===== src/rtl/ged_pkg.sv =====
`timescale 1ns/1ps
package ged_pkg;

    // Pedigree table: parents listed before children, -1 marks a founder.
    localparam int NUM_IND = 8;
    localparam int SIRE_OF [NUM_IND] = '{-1, -1, -1, 0, 0, 3, 4, 3};
    localparam int DAM_OF  [NUM_IND] = '{-1, -1, -1, 1, 3, 2, 5, 4};

    localparam int LBL_W = $clog2(2 * NUM_IND);
    localparam int RD_W  = $clog2(NUM_IND + 1);
    localparam int RNG_W = 16;
    localparam logic [RNG_W-1:0] RNG_POLY = 16'hB400;

    typedef struct packed {
        logic [LBL_W-1:0] a;
        logic [LBL_W-1:0] b;
    } pair_t;

    function automatic bit is_founder(int k);
        return SIRE_OF[k] < 0;
    endfunction

    function automatic int layer_of(int k);
        int lay [NUM_IND];
        for (int i = 0; i < NUM_IND; i++) begin
            if (SIRE_OF[i] < 0) lay[i] = 0;
            else if (lay[SIRE_OF[i]] > lay[DAM_OF[i]]) lay[i] = lay[SIRE_OF[i]] + 1;
            else lay[i] = lay[DAM_OF[i]] + 1;
        end
        return lay[k];
    endfunction

    function automatic int deepest_layer();
        int m = 0;
        for (int i = 0; i < NUM_IND; i++)
            if (layer_of(i) > m) m = layer_of(i);
        return m;
    endfunction

    localparam int MAX_LAYER = deepest_layer();

    // Holder stages between parent p and child c.
    function automatic int delay_from(int p, int c);
        if (is_founder(p)) return 0;
        return layer_of(c) - 1 - layer_of(p);
    endfunction

    // Distinct nonzero seed per meiosis source.
    function automatic logic [RNG_W-1:0] seed_of(int k);
        logic [31:0] v;
        logic [RNG_W-1:0] s;
        v = k * 40503 + 12345;
        s = v[RNG_W-1:0] ^ 16'hACE1;
        if (s == '0) s = 16'h0001;
        return s;
    endfunction

endpackage


===== src/rtl/ged_lfsr.sv =====
`timescale 1ns/1ps
module ged_lfsr #(
    parameter int W = 16,
    parameter logic [W-1:0] POLY = '1,
    parameter logic [W-1:0] SEED = 1
) (
    input  logic clk,
    input  logic rst,
    output logic bit_o
);
    logic [W-1:0] st;

    always_ff @(posedge clk) begin
        if (rst) st <= SEED;
        else if (st[0]) st <= (st >> 1) ^ POLY;
        else st <= st >> 1;
    end

    assign bit_o = st[0];

    // the meiosis source never locks up in the all-zero state
    p_rng_live_r3: assert property (@(posedge clk) disable iff (rst) st != '0);

endmodule


===== src/rtl/ged_holder.sv =====
`timescale 1ns/1ps
module ged_holder import ged_pkg::*; #(
    parameter int DEPTH = 1
) (
    input  logic  clk,
    input  logic  rst,
    input  pair_t din,
    output pair_t dout
);
    pair_t stage [DEPTH];

    always_ff @(posedge clk) begin
        if (rst) begin
            for (int i = 0; i < DEPTH; i++) stage[i] <= '0;
        end else begin
            stage[0] <= din;
            for (int i = 1; i < DEPTH; i++) stage[i] <= stage[i-1];
        end
    end

    assign dout = stage[DEPTH-1];

endmodule


===== src/rtl/ged_node.sv =====
`timescale 1ns/1ps
module ged_node import ged_pkg::*; #(
    parameter int CNT_W = 20,
    parameter int SIRE_DLY = 0,
    parameter int DAM_DLY = 0,
    parameter logic [RNG_W-1:0] SIRE_SEED = 16'h0001,
    parameter logic [RNG_W-1:0] DAM_SEED = 16'h0002
) (
    input  logic             clk,
    input  logic             rst,
    input  logic             clr,
    input  logic             cnt_en,
    input  pair_t            sire_pair,
    input  pair_t            dam_pair,
    output pair_t            pair_q,
    output logic [CNT_W-1:0] match_cnt
);
    pair_t sire_use, dam_use;
    logic  sel_s, sel_d;

    ged_lfsr #(.W(RNG_W), .POLY(RNG_POLY), .SEED(SIRE_SEED)) u_rng_s (
        .clk(clk), .rst(rst), .bit_o(sel_s));
    ged_lfsr #(.W(RNG_W), .POLY(RNG_POLY), .SEED(DAM_SEED)) u_rng_d (
        .clk(clk), .rst(rst), .bit_o(sel_d));

    generate
        if (SIRE_DLY > 0) begin : g_hold_s
            ged_holder #(.DEPTH(SIRE_DLY)) u_hold (
                .clk(clk), .rst(rst), .din(sire_pair), .dout(sire_use));
        end else begin : g_pass_s
            assign sire_use = sire_pair;
        end
        if (DAM_DLY > 0) begin : g_hold_d
            ged_holder #(.DEPTH(DAM_DLY)) u_hold (
                .clk(clk), .rst(rst), .din(dam_pair), .dout(dam_use));
        end else begin : g_pass_d
            assign dam_use = dam_pair;
        end
    endgenerate

    always_ff @(posedge clk) begin
        if (rst) begin
            pair_q <= '0;
        end else begin
            pair_q.a <= sel_s ? sire_use.b : sire_use.a;
            pair_q.b <= sel_d ? dam_use.b : dam_use.a;
        end
    end

    always_ff @(posedge clk) begin
        if (rst || clr) match_cnt <= '0;
        else if (cnt_en && (pair_q.a == pair_q.b) && (match_cnt != '1))
            match_cnt <= match_cnt + 1'b1;
    end

    // each allele is one of the two the parent offered one cycle earlier
    p_allele_sire_r3: assert property (@(posedge clk) disable iff (rst)
        1'b1 |=> (pair_q.a == $past(sire_use.a) || pair_q.a == $past(sire_use.b)));
    p_allele_dam_r3: assert property (@(posedge clk) disable iff (rst)
        1'b1 |=> (pair_q.b == $past(dam_use.a) || pair_q.b == $past(dam_use.b)));
    // match counter moves by at most one and holds at its ceiling
    p_cnt_step_r6: assert property (@(posedge clk) disable iff (rst)
        !clr |=> (match_cnt - $past(match_cnt)) <= CNT_W'(1));
    p_cnt_sat_r6: assert property (@(posedge clk) disable iff (rst)
        (match_cnt == '1 && !clr) |=> match_cnt == '1);

endmodule


===== src/rtl/gene_drop_inbreed.sv =====
`timescale 1ns/1ps
module gene_drop_inbreed import ged_pkg::*; #(
    parameter int CNT_W = 20
) (
    input  logic             clk,
    input  logic             rst,
    input  logic             start,
    input  logic             stop,
    input  logic [RD_W-1:0]  rd_idx,
    output logic [CNT_W-1:0] rd_count,
    output logic [CNT_W-1:0] sample_count,
    output logic             active
);
    localparam int FILL_W = $clog2(MAX_LAYER + 1);

    logic              run;
    logic [FILL_W-1:0] fill;
    logic [CNT_W-1:0]  samp;
    logic              counting;

    assign counting = run && (fill == FILL_W'(MAX_LAYER));

    always_ff @(posedge clk) begin
        if (rst) begin
            run  <= 1'b0;
            fill <= '0;
            samp <= '0;
        end else if (start) begin
            run  <= 1'b1;
            fill <= '0;
            samp <= '0;
        end else begin
            if (stop) run <= 1'b0;
            if (run && fill != FILL_W'(MAX_LAYER)) fill <= fill + 1'b1;
            if (counting && samp != '1) samp <= samp + 1'b1;
        end
    end

    pair_t            pair_q [NUM_IND];
    logic [CNT_W-1:0] cnt_q  [NUM_IND];

    generate
        for (genvar k = 0; k < NUM_IND; k++) begin : g_ind
            if (is_founder(k)) begin : g_fnd
                assign pair_q[k] = '{a: LBL_W'(2 * k), b: LBL_W'(2 * k + 1)};
                assign cnt_q[k]  = '0;
            end else begin : g_dsc
                ged_node #(
                    .CNT_W(CNT_W),
                    .SIRE_DLY(delay_from(SIRE_OF[k], k)),
                    .DAM_DLY(delay_from(DAM_OF[k], k)),
                    .SIRE_SEED(seed_of(2 * k)),
                    .DAM_SEED(seed_of(2 * k + 1))
                ) u_node (
                    .clk(clk), .rst(rst), .clr(start), .cnt_en(counting),
                    .sire_pair(pair_q[SIRE_OF[k]]), .dam_pair(pair_q[DAM_OF[k]]),
                    .pair_q(pair_q[k]), .match_cnt(cnt_q[k]));

                // no individual can record more matches than samples taken
                p_match_bound_r6: assert property (@(posedge clk) disable iff (rst)
                    cnt_q[k] <= samp);
            end
        end
    endgenerate

    always_comb begin
        rd_count = '0;
        for (int i = 0; i < NUM_IND; i++)
            if (rd_idx == RD_W'(i)) rd_count = cnt_q[i];
    end

    assign sample_count = samp;
    assign active = counting;

    // no sample is counted outside the counting window
    p_fill_quiet_r5: assert property (@(posedge clk) disable iff (rst)
        (!counting && !start) |=> $stable(samp));
    // one sample per cycle once filled
    p_samp_step_r5: assert property (@(posedge clk) disable iff (rst)
        (counting && !start && samp != '1) |=> samp == $past(samp) + 1'b1);
    // start clears and reopens the fill
    p_clear_r7: assert property (@(posedge clk) disable iff (rst)
        start |=> (samp == '0 && !counting));
    // stop alone ends counting
    p_stop_freeze_r7: assert property (@(posedge clk) disable iff (rst)
        (stop && !start) |=> !counting);

endmodule


===== config.mk =====
export PLATFORM = sky130hd
export DESIGN_NAME = gene_drop_inbreed
export DESIGN_NICKNAME = d
export VERILOG_FILES = /design/src/rtl/ged_pkg.sv /design/src/rtl/ged_lfsr.sv /design/src/rtl/ged_holder.sv /design/src/rtl/ged_node.sv /design/src/rtl/gene_drop_inbreed.sv
export SDC_FILE = /design/constraint.sdc
export NUM_CORES = 1
export LEC_CHECK = 0
export BUFFER_PORTS_ARGS = -buffer_cell sky130_fd_sc_hd__buf_2
export CAP_MARGIN = 10
export CELL_PAD_IN_SITES_DETAIL_PLACEMENT = 0
export CELL_PAD_IN_SITES_GLOBAL_PLACEMENT = 2
export CORE_UTILIZATION = 30
export CTS_CLUSTER_SIZE = 30
export DETAILED_ROUTE_END_ITERATION = 7
export GPL_ROUTABILITY_DRIVEN = 0
export HOLD_SLACK_MARGIN = 0.15
export PLACE_DENSITY_LB_ADDON = 0.1
export SLEW_MARGIN = 20
export SYNTH_ARGS = -nofsm -noshare
export SYNTH_HDL_FRONTEND = slang
export SYNTH_SLANG_ARGS = --single-unit

===== constraint.sdc =====
create_clock -name clk -period 2.7 [get_ports clk]
set_input_delay 0.135 -clock clk [delete_from_list [all_inputs] [get_ports clk]]
set_output_delay 0.135 -clock clk [all_outputs]
set_load 0.03 [all_outputs]

==> impl_metrics.env <==
export IMPL_die_h_um=202
export IMPL_rsz0062_at_grt="false"
export IMPL_clk_latency_ns=0.55
export IMPL_slew_headroom=0.514
export IMPL_dp_cells=1818
export IMPL_core_area_sq_mm=0.0396
export IMPL_ioPinCount=49
export IMPL_critPathArrivalTime_ns=2.87
export IMPL_die_w_um=202
export IMPL_place_ws_ns=0.194
export IMPL_vias_per_cell=4.78
export IMPL_fin_crit_ns=2.43
export IMPL_synth_enable_flop_cells=0
export IMPL_layout_common_cells="dfxtp_1 (304), nor2_1 (116), nand2_1 (107)"
export IMPL_cts_setup_buffers=0
export IMPL_path_buf_inv=2
export IMPL_slew_violations=0
export IMPL_setup_viol=0
export IMPL_cts_root_buf="clkbuf_16"
export IMPL_vias=9028
export IMPL_seq_area_frac_synth=0.506
export IMPL_synth_cell_types=60
export IMPL_grt_total_usage=0.157
export IMPL_status="finished, final reports clean"
export IMPL_path_cells="ha_1 > nand2_1 > inv_1 > nand4_1 > buf_4 > a311oi_1 > a31oi_1 > a41o_1"
export IMPL_ir_drop_mv=0.366
export IMPL_final_common_cell="dfxtp_1"
export IMPL_regToRegSetupSlack_ns=0.27
export IMPL_drt_wl_total_mm=31.7
export IMPL_fin_ws_ns=0.275
export IMPL_wl_per_cell_um=16.8
export IMPL_grt_pass1_wl_mm=50.7
export IMPL_initial_core_util=0.304
export IMPL_syn_inst=1296
export IMPL_synthFlopType="dfxtp_1"
export IMPL_critPathSlowestCell="a311oi_1"
export IMPL_cts_buffers=37
export IMPL_hpwl_mm=21.6
export IMPL_cap_violations=0
export IMPL_max_stage_delay_ns=0.42
export IMPL_htreeDepth=2
export IMPL_synth_top_area_frac=0.506
export IMPL_firstDrtPassIters=5
export IMPL_fillers=4153
export IMPL_ant_nets=0
export IMPL_drc=0
export IMPL_grt_start_max_net_pins=137
export IMPL_clockBufferDepth=3
export IMPL_worst_slew_pin_slew_ns=0.729
export IMPL_skew_ns=0.0158
export IMPL_tritoncts="done"
export IMPL_hold_path_class="flip-flop to flip-flop"
export IMPL_area_growth_syn_to_layout_pct=17.4
export IMPL_rows=73
export IMPL_cellPowerDensity_mw_per_mm2=715
export IMPL_port_buffers=48
export IMPL_critPathTopFamily="compound AO/OA/AOI/OAI gates"
export IMPL_clkSinkCount=304
export IMPL_cp_required_ns=3.14
export IMPL_nets=1351
export IMPL_syn_avg_cell_area_sq_um=9.29
export IMPL_synth_area_sq_mm=0.0120
export IMPL_yosysTopAreaCell="dfxtp_1"
export IMPL_antenna_found_initial=1
export IMPL_yosys_warnings=0
export IMPL_layout_drive_gt1_share=0.165
export IMPL_async_flop_share=0
export IMPL_holdWs_ns=0.405
export IMPL_diodes=0
export IMPL_grt_ovfl_total=0
export IMPL_final_cells=1887
export IMPL_period_share=0.898
export IMPL_fmax_mhz=412
export IMPL_syn_nets=1311
export IMPL_crit_type="flip-flop to flip-flop"
export IMPL_path_clk_slew_ns=0.06
export IMPL_drtIter0Drc=431
export IMPL_ys_ff_latch=304
export IMPL_start_kind="flip-flop"
export IMPL_critPathCaptureType="flip-flop"
export IMPL_p_leak_nw=5.07
export IMPL_critical_path_max_fanout=12
export IMPL_setup_tns_ns=0
export IMPL_die_area_sq_mm=0.0409
export IMPL_hold_viol_final=0
export IMPL_synth_area_leaders="dfxtp_1 (51%), xnor2_1 (7.1%), nor2b_1 (3.8%)"
export IMPL_grt_pass1_vias=8766
## layout make-up
type	count	area (sq um)	area share
sequential	304	6090	0.431
multi-input combinational	885	5540	0.392
clock buffer	52	1100	0.0781
tap	525	657	0.0465
timing repair buffer	78	503	0.0356
clock inverter	13	125	0.00886
inverter	30	113	0.00797
## what timing repair did
| action | in CTS | in global routing |
|---|---|---|
| endpoints found under the hold margin | 29 | 0 |
| resized for setup | 0 | 1 |
| setup endpoints to repair | 0 | 1 |
| hold buffers | 4 | 0 |
## per-layer routing
metal,vias to the layer above,GRT usage,share of wire
li1,4583,-,-
met1,4258,0.219,0.50
met2,134,0.240,0.44
met3,51,0.0282,0.036
met4,2,0.0593,0.028
met5,-,0,0.00041
## logic make-up (layout without fill, tap and decap cells)
family	after synthesis	count (layout)	synth area share
buf+inv	107	173	0.0354
fa+ha+maj	7	7	0.00727
flops	304	304	0.506
xor+xnor	107	107	0.0778
mux	14	14	0.0121
compound gates	195	195	0.110
simple gates	562	562	0.252
## where the power goes
group          total, W  switching [W]  internal (W)
combinational  0.000435       0.000254      0.000181
clock           0.00495        0.00198       0.00296
sequential      0.00472      0.0000637       0.00466
## registers in the layout (all words and copies together), names as in the netlist
signal	cells
g_ind.g_dsc.u_node.pair_q	18
g_ind.g_dsc.u_node.g_hold_s.u_hold.stage	3
fill	2
g_ind.g_dsc.u_node.match_cnt	100
run	1
sample_count	20
g_ind.g_dsc.u_node.u_rng_s.st	80
g_ind.g_dsc.u_node.u_rng_d.st	80
## cell usage after synthesis (10+ instances only)
cell type / number
a211oi_1: 19
a21oi_1: 49
a221oi_1: 19
and3_1: 15
and4_1: 19
clkbuf_1: 63
dfxtp_1: 304
inv_1: 29
mux2i_1: 10
nand2_1: 107
nand3_1: 41
nand4_1: 37
nor2_1: 117
nor2b_1: 74
nor3_1: 15
nor4_1: 14
o21ai_0: 40
o31ai_1: 17
or2_2: 69
or3_1: 16
xnor2_1: 98
## final timing paths
check / startpoint / endpoint / depth (start not counted)
hold / removal: g_ind[5].g_dsc.u_node.u_rng_d.st[15] / g_ind[5].g_dsc.u_node.u_rng_d.st[14] / 1
hold reg to reg: g_ind[5].g_dsc.u_node.u_rng_d.st[15] / g_ind[5].g_dsc.u_node.u_rng_d.st[14] / 1
setup reg to reg: fill[0] / g_ind[7].g_dsc.u_node.match_cnt[10] / 8
setup / recovery: fill[0] / g_ind[7].g_dsc.u_node.match_cnt[10] / 8
## stage by stage
stage | power, W | cell area [sq um] | utilization
final | 0.0101 | 14100 | 0.356
after floorplan | 0.00511 | 12000 | -
after global placement | 0.00526 | 12900 | 0.324
after global routing | 0.0106 | 14100 | 0.356
after CTS | 0.0103 | 14100 | 0.356
after detailed placement | 0.00525 | 12900 | 0.324
Power figures use the tool's default switching activity.
